==> config.mk <==
export PLATFORM = sky130hd
export DESIGN_NAME = ais_detector
export DESIGN_NICKNAME = d
export VERILOG_FILES = /design/src/rtl/ais_pkg.sv /design/src/rtl/ais_bit_window.sv /design/src/rtl/ais_zero_tally.sv /design/src/rtl/ais_flag.sv /design/src/rtl/ais_detector.sv
export SDC_FILE = /design/constraint.sdc
export NUM_CORES = 1
export LEC_CHECK = 0
export CAP_MARGIN = 0
export CORE_ASPECT_RATIO = 1.75
export CORE_MARGIN = 4
export CORE_UTILIZATION = 35
export CTS_BUF_LIST = sky130_fd_sc_hd__clkbuf_16
export CTS_CLUSTER_SIZE = 20
export DETAILED_ROUTE_END_ITERATION = 8
export PLACE_DENSITY = 0.57
export RECOVER_POWER = 100
export SYNTH_ARGS = -nofsm -noshare
export SYNTH_HDL_FRONTEND = slang
export SYNTH_SLANG_ARGS = --single-unit
==> constraint.sdc <==
create_clock -name clk -period 3.9 [get_ports clk]
set_input_delay 0.78 -clock clk [delete_from_list [all_inputs] [get_ports clk]]
set_output_delay 0.78 -clock clk [all_outputs]
set_load 0.02 [all_outputs]
==> src/rtl/ais_pkg.sv <==
package ais_pkg;
  typedef enum logic {STD_E1 = 1'b0, STD_T1 = 1'b1} line_std_e;

  localparam int unsigned E1_WIN_BITS = 512;
  localparam int unsigned E1_MIN_ZEROS = 3;
  localparam int unsigned T1_WIN_BITS = 8192;
  localparam int unsigned T1_MIN_ZEROS = 9;

  function automatic int unsigned max_u(input int unsigned a, input int unsigned b);
    return (a > b) ? a : b;
  endfunction
endpackage

==> src/rtl/ais_bit_window.sv <==
module ais_bit_window #(
  parameter int unsigned WIN_A = 512,
  parameter int unsigned WIN_B = 8192
) (
  input  logic clk,
  input  logic rst_n,
  input  logic restart,
  input  logic sel_b,
  input  logic bit_stb,
  output logic win_end
);
  localparam int unsigned WMAX = ais_pkg::max_u(WIN_A, WIN_B);
  localparam int unsigned CW = (WMAX > 1) ? $clog2(WMAX) : 1;
  localparam logic [CW-1:0] LAST_A = CW'(WIN_A - 1);
  localparam logic [CW-1:0] LAST_B = CW'(WIN_B - 1);

  logic [CW-1:0] pos_q;
  logic [CW-1:0] last_pos;

  assign last_pos = sel_b ? LAST_B : LAST_A;
  assign win_end  = bit_stb && !restart && (pos_q == last_pos);

  always_ff @(posedge clk or negedge rst_n) begin
    if (!rst_n) begin
      pos_q <= '0;
    end else if (restart || win_end) begin
      pos_q <= '0;
    end else if (bit_stb) begin
      pos_q <= pos_q + CW'(1);
    end
  end
endmodule

==> src/rtl/ais_zero_tally.sv <==
module ais_zero_tally #(
  parameter int unsigned THR_A = 3,
  parameter int unsigned THR_B = 9
) (
  input  logic clk,
  input  logic rst_n,
  input  logic restart,
  input  logic sel_b,
  input  logic bit_stb,
  input  logic bit_zero,
  input  logic win_end,
  output logic thr_met
);
  localparam int unsigned TMAX = ais_pkg::max_u(THR_A, THR_B);
  localparam int unsigned ZW = $clog2(TMAX + 1);
  localparam logic [ZW-1:0] LIM_A = ZW'(THR_A);
  localparam logic [ZW-1:0] LIM_B = ZW'(THR_B);

  logic [ZW-1:0] zcnt_q;
  logic [ZW-1:0] zcnt_nx;
  logic [ZW-1:0] limit;

  assign limit = sel_b ? LIM_B : LIM_A;

  always_comb begin
    zcnt_nx = zcnt_q;
    if (bit_stb && bit_zero && (zcnt_q < limit)) begin
      zcnt_nx = zcnt_q + ZW'(1);
    end
  end

  assign thr_met = (zcnt_nx >= limit);

  always_ff @(posedge clk or negedge rst_n) begin
    if (!rst_n) begin
      zcnt_q <= '0;
    end else if (restart || win_end) begin
      zcnt_q <= '0;
    end else begin
      zcnt_q <= zcnt_nx;
    end
  end
endmodule

==> src/rtl/ais_flag.sv <==
module ais_flag (
  input  logic clk,
  input  logic rst_n,
  input  logic restart,
  input  logic win_end,
  input  logic thr_met,
  output logic flag
);
  always_ff @(posedge clk or negedge rst_n) begin
    if (!rst_n) begin
      flag <= 1'b0;
    end else if (restart) begin
      flag <= 1'b0;
    end else if (win_end) begin
      flag <= !thr_met;
    end
  end
endmodule

==> src/rtl/ais_detector.sv <==
module ais_detector #(
  parameter int unsigned E1_WIN  = ais_pkg::E1_WIN_BITS,
  parameter int unsigned E1_THR  = ais_pkg::E1_MIN_ZEROS,
  parameter int unsigned T1_WIN  = ais_pkg::T1_WIN_BITS,
  parameter int unsigned T1_THR  = ais_pkg::T1_MIN_ZEROS
) (
  input  logic clk,
  input  logic rst_n,
  input  logic bit_valid,
  input  logic bit_data,
  input  logic mode_t1,
  input  logic enable,
  output logic ais
);
  import ais_pkg::*;

  line_std_e std_q;
  line_std_e std_in;
  logic      restart;
  logic      bit_stb;
  logic      win_end;
  logic      thr_met;

  assign std_in  = mode_t1 ? STD_T1 : STD_E1;
  assign restart = !enable || (std_in != std_q);
  assign bit_stb = bit_valid && enable;

  always_ff @(posedge clk or negedge rst_n) begin
    if (!rst_n) begin
      std_q <= STD_E1;
    end else begin
      std_q <= std_in;
    end
  end

  ais_bit_window #(.WIN_A(E1_WIN), .WIN_B(T1_WIN)) u_window (
    .clk(clk), .rst_n(rst_n), .restart(restart),
    .sel_b(std_q == STD_T1), .bit_stb(bit_stb), .win_end(win_end)
  );

  ais_zero_tally #(.THR_A(E1_THR), .THR_B(T1_THR)) u_tally (
    .clk(clk), .rst_n(rst_n), .restart(restart),
    .sel_b(std_q == STD_T1), .bit_stb(bit_stb), .bit_zero(!bit_data),
    .win_end(win_end), .thr_met(thr_met)
  );

  ais_flag u_flag (
    .clk(clk), .rst_n(rst_n), .restart(restart),
    .win_end(win_end), .thr_met(thr_met), .flag(ais)
  );
endmodule

==> results of run 1 <==
layout make-up:
cell class	count	area, µm²	area share [%]
multi-input cells	79	532	44.9
clock inverters	1	3.75	0.317
repair buffers	6	60.1	5.07
clock buffers	3	75.1	6.34
flip-flops and latches	19	475	40.2
well taps	27	33.8	2.85
inverters	1	3.75	0.317
power by group:
part	switching (mW)	internal, mW	total [mW]
combinational	0.0166	0.00920	0.0259
sequential	0.00210	0.199	0.201
clock	0.0738	0.136	0.210
total	0.0926	0.344	0.437
worst min path at each step:
stage                       from                 to  slack (ns)  depth (start not counted)
6_report       u_window.pos_q[6]  u_window.pos_q[6]        0.54                          2
5_1_grt        u_window.pos_q[1]  u_window.pos_q[1]        0.59                          2
4_1_cts        u_window.pos_q[6]  u_window.pos_q[6]        0.54                          2
3_5_place_dp   u_window.pos_q[6]  u_window.pos_q[6]        0.53                          2
3_3_place_gp   u_window.pos_q[6]  u_window.pos_q[6]        0.52                          2
2_1_floorplan              rst_n              std_q        0.48                          0
routing by layer:
| layer | vias up | share of wire, % | global-route usage, % |
|---|---|---|---|
| li1 | 375 | - | - |
| met1 | 361 | 43 | 12.8 |
| met2 | 8 | 53 | 20.7 |
| met3 | 4 | 2.4 | 3.19 |
| met4 | 0 | 1.4 | 4.04 |
| met5 | - | 0 | 0 |
kinds of logic (layout without fill, tap and decap cells):
kind of cell    after synthesis  after routing  share of synthesized area [%]
compound gates                9              9                           6.78
simple gates                 48             48                           24.2
mux                           1              1                           1.11
xor+xnor                     15             15                           12.9
buf+inv                       2             11                          0.739
fa+ha+maj                     6              6                           7.40
flops                        19             19                           46.9
worst register-to-register path: cells and delay by family (launching register included):
kind                       cells  cell delay, ns
DFF                            1            0.46
muxes                          1            0.40
and+or+nand+nor                1            0.36
adders and majority gates      2            0.51
AOI/OAI and AO/OA              4            1.19
flip-flops by register name, indices dropped and copies added (netlist names):
signal	flops
u_window.pos_q	13
std_q	1
u_flag.flag	1
u_tally.zcnt_q	4
layout by cell type, fill, tap and decap left out, types with 3 or more instances in the layout:
master,Yosys,final
nor2_1,16,16
and4_1,3,3
xor2_1,11,11
nand2_1,9,9
clkbuf_16,0,3
dfrtp_1,19,19
nand3_1,7,7
xnor2_1,4,4
nand4_1,5,5
ha_1,6,6
dlygate4sd3_1,0,4
stage by stage:
stage          util (%)  total power [mW]  setup WS [ns]  cell area [µm²]
6_report           43.0             0.437          0.656             1180
5_1_grt            43.0             0.453          0.472             1180
4_1_cts            43.0             0.438          0.716             1180
3_5_place_dp       40.1             0.231          0.458             1100
3_3_place_gp       40.1             0.231          0.522             1100
2_1_floorplan         -             0.216           1.06             1010
cells in the mapped netlist, drive strengths merged:
master | number | area share, %
a2111oi | 1 | 1.5
a211o | 1 | 0.86
a21oi | 2 | 0.99
and3 | 1 | 0.62
and4 | 3 | 2.6
clkbuf | 1 | 0.37
dfrtp | 19 | 47
ha | 6 | 7.4
inv | 1 | 0.37
mux2 | 1 | 1.1
nand2 | 10 | 3.9
nand2b | 1 | 0.62
nand3 | 7 | 3.5
nand4 | 5 | 3.1
nor2 | 16 | 5.9
nor2b | 2 | 1.2
o21ai | 1 | 0.49
o22ai | 2 | 1.2
o311a | 1 | 0.99
o31ai | 1 | 0.74
or3 | 1 | 0.62
or4 | 1 | 0.74
or4b | 1 | 1.4
xnor2 | 4 | 3.5
xor2 | 11 | 9.5
==> results.json, run 1 <==
{
  "crit_cells": 8,
  "hold_slack_ns": 0.541,
  "dpl.cell_count": 132,
  "final_max_slew_viol_count": 0,
  "yosys_warnings": 0,
  "grt_pass1_wl_um": 3470,
  "setup_viol": 0,
  "drtIter0Drc": 23,
  "dp_hpwl_um": 1560,
  "crit_family": "compound AO/OA/AOI/OAI gates",
  "syn_nets": 112,
  "insertion_delay_ns": 0.25,
  "path_cells": "dlygate4sd3_1 > nand2_2 > a2111oi_2 > mux2_2 > ha_1 > or3_1 > o311a_1 > o31ai_1",
  "antenna_cells": 0,
  "io_pins": 7,
  "vias_per_cell": 5.50,
  "tns_ns": 0,
  "instances_no_fill": 136,
  "cp.required_ns": 4.05,
  "reg2reg_from": "std_q",
  "die_h_um": 79.2,
  "power.density_nw_per_um2": 369,
  "relSlewSlack_pct": 42.0,
  "max_stage_delay_ns": 0.67,
  "core_um2": 2750,
  "grt-ovfl-total": 0,
  "drc": 0,
  "synth_seq_cells": 19,
  "cp_slowest_cell": "dlygate4sd3_1",
  "nNetsFinal": 122,
  "cp-end-kind": "register",
  "hold_class": "reg -> reg",
  "netlist_instances": 100,
  "grt_max_degree": 20,
  "synthesis.area_um2": 1010,
  "die_area_um2": 3860,
  "crit_buf_inv": 1,
  "initial_core_util_pct": 36.9,
  "antenna_left": 0,
  "portBuffers": 6,
  "crit_type": "in -> reg",
  "synth.distinct_cells": 26,
  "nFillCells": 264,
  "num_rows": 25,
  "critPathLaunchType": "input port",
  "fmax_ghz": 0.308,
  "gp_congestion": 0.790,
  "cts_made_buffers": 3,
  "cp.arrival_ns": 3.40,
  "drive_gt1_share_pct": 6.42,
  "min_period_ns": 3.24,
  "numClockSinks": 19,
  "cts_max_path_buffers": 2,
  "rsz0062_at_grt": "false",
  "routed-via-count": 748,
  "routed_wl_um": 2060,
  "ctsResizeCount": 0,
  "leakagePower_nw": 0.535,
  "fin_crit_sh_pct": 83.2,
  "grt_pass1_vias": 761,
  "cts_tree": "done",
  "status": "finished clean",
  "regToRegSetupSlack_ns": 0.88,
  "worstMarginPinSlew_ns": 0.866,
  "crit_end": "u_flag.flag",
  "yosysSeqAreaShare_pct": 46.9,
  "clock-skew-final_ns": 0.00408,
  "cts_setup_buffers": 0,
  "wl_per_cell_um": 15.1,
  "rr_worst_depth": 8,
  "cap_violations": 0,
  "die_w_um": 48.7,
  "reg2reg_to": "u_flag.flag",
  "clkTransAtPathRegs_ns": 0.06,
  "startpoint": "enable",
  "vdd_drop_max_mv": 0.204,
  "htree_levels": 1,
  "clockRootBuffer": "clkbuf_16",
  "ctsHoldBuffers": 0,
  "cp_max_fo": 7,
  "track_usage_pct": 11.6,
  "post_synth.cell_area_avg_um2": 10.1,
  "antenna_found_initial": 0,
  "hold_viol_final": 0,
  "area.growth.synth_to_final_pct": 16.6,
  "firstDrtPassIters": 4
}
Note: power is estimated with default switching activity, not from simulation.
==> run 2, diff against run 1 <==
Settings changed: PLACE_DENSITY 0.57 to 0.59.
Clock period 3.9 ns to 2.72 ns, I/O delays scaled along.
==> results.json, run 2 (synthesized netlist as in run 1, its figures left out) <==
{
  "status": "finished clean",
  "dp_hpwl_um": 1600,
  "cp.arrival_ns": 2.82,
  "clockRootBuffer": "clkbuf_16",
  "finalWorstSetupSlack_ns": 0.0604,
  "cts_made_buffers": 3,
  "cp_max_fo": 2,
  "antenna_left": 0,
  "initial_core_util_pct": 36.9,
  "p_sw_mw": 0.137,
  "portBuffers": 6,
  "min_period_ns": 2.66,
  "num_rows": 25,
  "final_max_slew_viol_count": 0,
  "power.density_nw_per_um2": 483,
  "cap_violations": 0,
  "p_int_mw": 0.501,
  "core_um2": 2750,
  "comb_power_share_pct": 7.8,
  "wl_per_cell_um": 15.0,
  "antenna_found_initial": 0,
  "leakagePower_nw": 0.596,
  "fmax_ghz": 0.376,
  "worstMarginPinSlew_ns": 1.07,
  "insertion_delay_ns": 0.25,
  "routed-via-count": 806,
  "clkPwrFrac_pct": 47.2,
  "place_ws_ns": -0.157,
  "fin_crit_sh_pct": 97.8,
  "layout_commonest_cell": "dfrtp_1",
  "vdd_drop_max_mv": 0.267,
  "relSlewSlack_pct": 28.5,
  "die_w_um": 48.7,
  "grt_pass1_vias": 905,
  "instances_no_fill": 148,
  "dpl.cell_count": 141,
  "vias_per_cell": 5.45,
  "antenna_cells": 0,
  "swShare_pct": 21.4,
  "track_usage_pct": 13.0,
  "htree_levels": 1,
  "p_seq_share_pct": 45.0,
  "critPathLaunchType": "register",
  "gp_congestion": 0.815,
  "clock-skew-final_ns": 0.00396,
  "firstDrtPassIters": 4,
  "cp-end-kind": "register",
  "drtIter0Drc": 12,
  "grt-ovfl-total": 0,
  "largest_reg_flops": 13,
  "hold_class": "reg -> reg",
  "regToRegSetupSlack_ns": 0.06,
  "die_area_um2": 3860,
  "numClockSinks": 19,
  "nFillCells": 260,
  "regMostFlops": "u_window.pos_q",
  "cts_max_path_buffers": 2,
  "routed_wl_um": 2220,
  "hold_viol_final": 0,
  "setup_viol": 0,
  "nNetsFinal": 134,
  "drc": 0,
  "reg.largest.list": "u_window.pos_q: 13 flops, u_tally.zcnt_q: 4 flops",
  "cp.required_ns": 2.88,
  "io_pins": 7,
  "area.growth.synth_to_final_pct": 30.1,
  "cts_tree": "done",
  "grt_pass1_wl_um": 3950,
  "rsz0062_at_grt": "true",
  "drive_gt1_share_pct": 17.4,
  "grt_max_degree": 20,
  "final_cell_mix": "19 x dfrtp_1, 16 x nor2_1, 11 x xor2_1",
  "crit_type": "reg -> reg",
  "die_h_um": 79.2,
  "clkTransAtPathRegs_ns": 0.06
}
[run 2: path summary, 6_finish.rpt]
check,from,to,cells after the start
min reg2reg,u_flag.flag,u_flag.flag,2
min,u_flag.flag,u_flag.flag,2
max,std_q,u_flag.flag,8
max reg2reg,std_q,u_flag.flag,8
max in group asynchronous,rst_n,std_q,2
min in group asynchronous,rst_n,u_flag.flag,2
[run 2: power by group through the flow]
stage / clock network, mW / logic, mW / registers (mW)
6_report: 0.301 / 0.0499 / 0.287
5_1_grt: 0.324 / 0.0560 / 0.287
4_1_cts: 0.309 / 0.0515 / 0.287
3_5_place_dp: 0 / 0.0501 / 0.292
3_3_place_gp: 0 / 0.0491 / 0.292
2_1_floorplan: 0 / 0.0195 / 0.292
[run 2: worst max-delay path, stage by stage, from the launching register on]
cell and delay [ns]:
dfrtp_1 0.39, ha_1 0.30, a211o_1 0.34, a2111oi_4 0.34, mux2_4 0.36, ha_4 0.16
or3_1 0.34, o311a_1 0.14, o31ai_2 0.20
[run 2: what timing repair did]
item / CTS / global route
hold buffers: 0 / 0
setup buffers: 2 / 2
pin swaps: 8 / 8
resized for setup: 1 / 6
endpoints found under the setup margin: 1 / 1
[run 2: layout make-up]
cell class / count / area (µm²) / share of cell area [%]
Multi-Input combinational cell: 79 / 589 / 44.6
Sequential cell: 19 / 475 / 36.0
Timing Repair Buffer: 18 / 139 / 10.5
Clock buffer: 3 / 75.1 / 5.69
Tap cell: 27 / 33.8 / 2.56
Clock inverter: 1 / 3.75 / 0.284
Inverter: 1 / 3.75 / 0.284
[run 2: metrics by stage]
step | instance area, µm² | util (%) | power, mW | setup TNS [ns] | hold slack (ns)
6_report | 1320 | 48.0 | 0.637 | 0 | 0.539
5_1_grt | 1320 | 48.0 | 0.667 | -0.0754 | 0.574
4_1_cts | 1280 | 46.6 | 0.647 | 0 | 0.535
3_5_place_dp | 1190 | 43.2 | 0.342 | -0.157 | 0.523
3_3_place_gp | 1190 | 43.2 | 0.341 | -0.119 | 0.520
2_1_floorplan | 1030 | - | 0.311 | 0 | 0.248
[run 2: layer usage]
layer	track usage (%)	part of all wire [%]	vias to the layer above
met4	6.20	1.5	0
li1	-	-	397
met2	23.3	55	12
met3	3.56	2.8	4
met1	13.6	41	393
met5	0	0	-
==> run 3, diff against run 2 <==
Settings changed: PLACE_DENSITY 0.59 to 0.57.
Clock period 2.72 ns to 3.2 ns, I/O delays scaled along.
==> results.json, run 3 (synthesized netlist as in run 1, its figures left out) <==
{
  "insertion_delay_ns": 0.25,
  "max_stage_delay_ns": 0.57,
  "finalWorstSetupSlack_ns": 0.335,
  "vdd_drop_max_mv": 0.238,
  "clkPwrFrac_pct": 47.5,
  "ctsResizeCount": 0,
  "path_cells": "dlygate4sd3_1 > nand2_2 > a2111oi_2 > mux2_2 > ha_1 > or3_1 > o311a_1 > o31ai_1",
  "p_int_mw": 0.421,
  "cp.required_ns": 3.36,
  "cp_max_fo": 5,
  "setup_viol": 0,
  "cp.arrival_ns": 3.02,
  "initial_core_util_pct": 36.9,
  "die_w_um": 48.7,
  "nFillCells": 277,
  "area.growth.synth_to_final_pct": 18.9,
  "grt-ovfl-total": 0,
  "comb_power_share_pct": 6.4,
  "antenna_found_initial": 0,
  "placed_area_um2": 1130,
  "p_seq_share_pct": 46.1,
  "ctsHoldBuffers": 0,
  "grt_pass1_vias": 783,
  "regToRegSetupSlack_ns": 0.38,
  "wl_per_cell_um": 14.1,
  "regMostFlops": "u_window.pos_q",
  "critPathLaunchType": "input port",
  "fmax_ghz": 0.349,
  "die_area_um2": 3860,
  "numClockSinks": 19,
  "vias_per_cell": 5.60,
  "instances_no_fill": 140,
  "firstDrtPassIters": 4,
  "grt_pass1_wl_um": 3480,
  "fin_crit_sh_pct": 89.5,
  "rr_worst_depth": 8,
  "cts_setup_buffers": 0,
  "place_ws_ns": 0.0980,
  "worstHoldPathCells": 2,
  "swShare_pct": 20.4,
  "rsz0062_at_grt": "false",
  "antenna_left": 0,
  "tns_ns": 0,
  "min_period_ns": 2.86,
  "nNetsFinal": 126,
  "leakagePower_nw": 0.547,
  "power.density_nw_per_um2": 439,
  "io_pins": 7,
  "drc": 0,
  "dp_hpwl_um": 1520,
  "crit_type": "in -> reg",
  "final_max_slew_viol_count": 0,
  "gp_congestion": 0.751,
  "dpl.cell_count": 136,
  "clockRootBuffer": "clkbuf_16",
  "reg2reg_from": "u_tally.zcnt_q[1]",
  "relSlewSlack_pct": 41.5,
  "num_rows": 25,
  "seq_area_um2": 475,
  "worstMarginPinSlew_ns": 0.874,
  "drive_gt1_share_pct": 7.96,
  "finalInstanceArea_um2": 1210,
  "hold_slack_ns": 0.524,
  "largest_reg_flops": 13,
  "routed_wl_um": 1980,
  "track_usage_pct": 11.6,
  "multi_input_area_um2": 532,
  "die_h_um": 79.2,
  "cts_tree": "done",
  "crit_family": "compound AO/OA/AOI/OAI gates",
  "cp_slowest_cell": "dlygate4sd3_1",
  "htree_levels": 1,
  "cp-end-kind": "register",
  "layout_commonest_cell": "dfrtp_1",
  "crit_cells": 8,
  "cts_max_path_buffers": 2,
  "grt_max_degree": 20,
  "portBuffers": 6,
  "reg.largest.list": "u_window.pos_q: 13 flops, u_tally.zcnt_q: 4 flops",
  "hp-start": "u_flag.flag",
  "clkTransAtPathRegs_ns": 0.05,
  "clock-skew-final_ns": 0.00144,
  "hold_end": "u_flag.flag",
  "antenna_cells": 0,
  "p_sw_mw": 0.108,
  "status": "finished clean",
  "routed-via-count": 784,
  "hold_class": "reg -> reg",
  "cts_made_buffers": 3,
  "hold_viol_final": 0,
  "reg2reg_to": "u_flag.flag",
  "final_cell_mix": "19 x dfrtp_1, 16 x nor2_1, 11 x xor2_1",
  "cap_violations": 0,
  "drtIter0Drc": 11,
  "crit_buf_inv": 1,
  "core_um2": 2750
}
## run 3: cell type report
class / instances / area share, %
Multi-Input combinational cell: 79 / 44.1
Sequential cell: 19 / 39.4
Timing Repair Buffer: 10 / 6.85
Clock buffer: 3 / 6.22
Tap cell: 27 / 2.80
Clock inverter: 1 / 0.311
Inverter: 1 / 0.311
## run 3: through the flow
stage               power (mW)  utilization, %
CTS                      0.537            44.1
detailed placement       0.285            41.2
finish                   0.529            43.8
floorplan                0.264               -
global placement         0.285            41.2
global route             0.553            43.8
## run 3: worst max path at each step
stage,slack (ns),from,endpoint
global route,0.20,enable,u_flag.flag
floorplan,0.36,std_q,u_flag.flag
detailed placement,0.1,bit_valid,u_flag.flag
global placement,0.14,bit_valid,u_flag.flag
finish,0.34,enable,u_flag.flag
CTS,0.36,std_q,u_flag.flag
## run 3: per-layer routing
| metal | vias up | track usage, % | routed length [µm] |
|---|---|---|---|
| li1 | 380 | - | - |
| met1 | 382 | 12.5 | 810 |
| met2 | 16 | 19.9 | 1040 |
| met3 | 6 | 3.38 | 76 |
| met4 | 0 | 6.20 | 53 |
| met5 | - | 0 | 0 |
## run 3: worst register-to-register path: stages, from the launching register on
cell and delay (ns):
dfrtp_1 0.41, ha_1 0.28, a211o_1 0.32, a2111oi_2 0.42, mux2_2 0.40, ha_1 0.19, or3_1 0.36, o311a_1 0.13
o31ai_1 0.22
## run 3: power by group through the flow
stage          Sequential (mW)  Combinational (mW)  Clock, mW
3_5_place_dp             0.248              0.0370          0
3_3_place_gp             0.248              0.0368          0
2_1_floorplan            0.248              0.0154          0
4_1_cts                  0.244              0.0373      0.256
6_report                 0.244              0.0340      0.251
5_1_grt                  0.244              0.0387      0.270
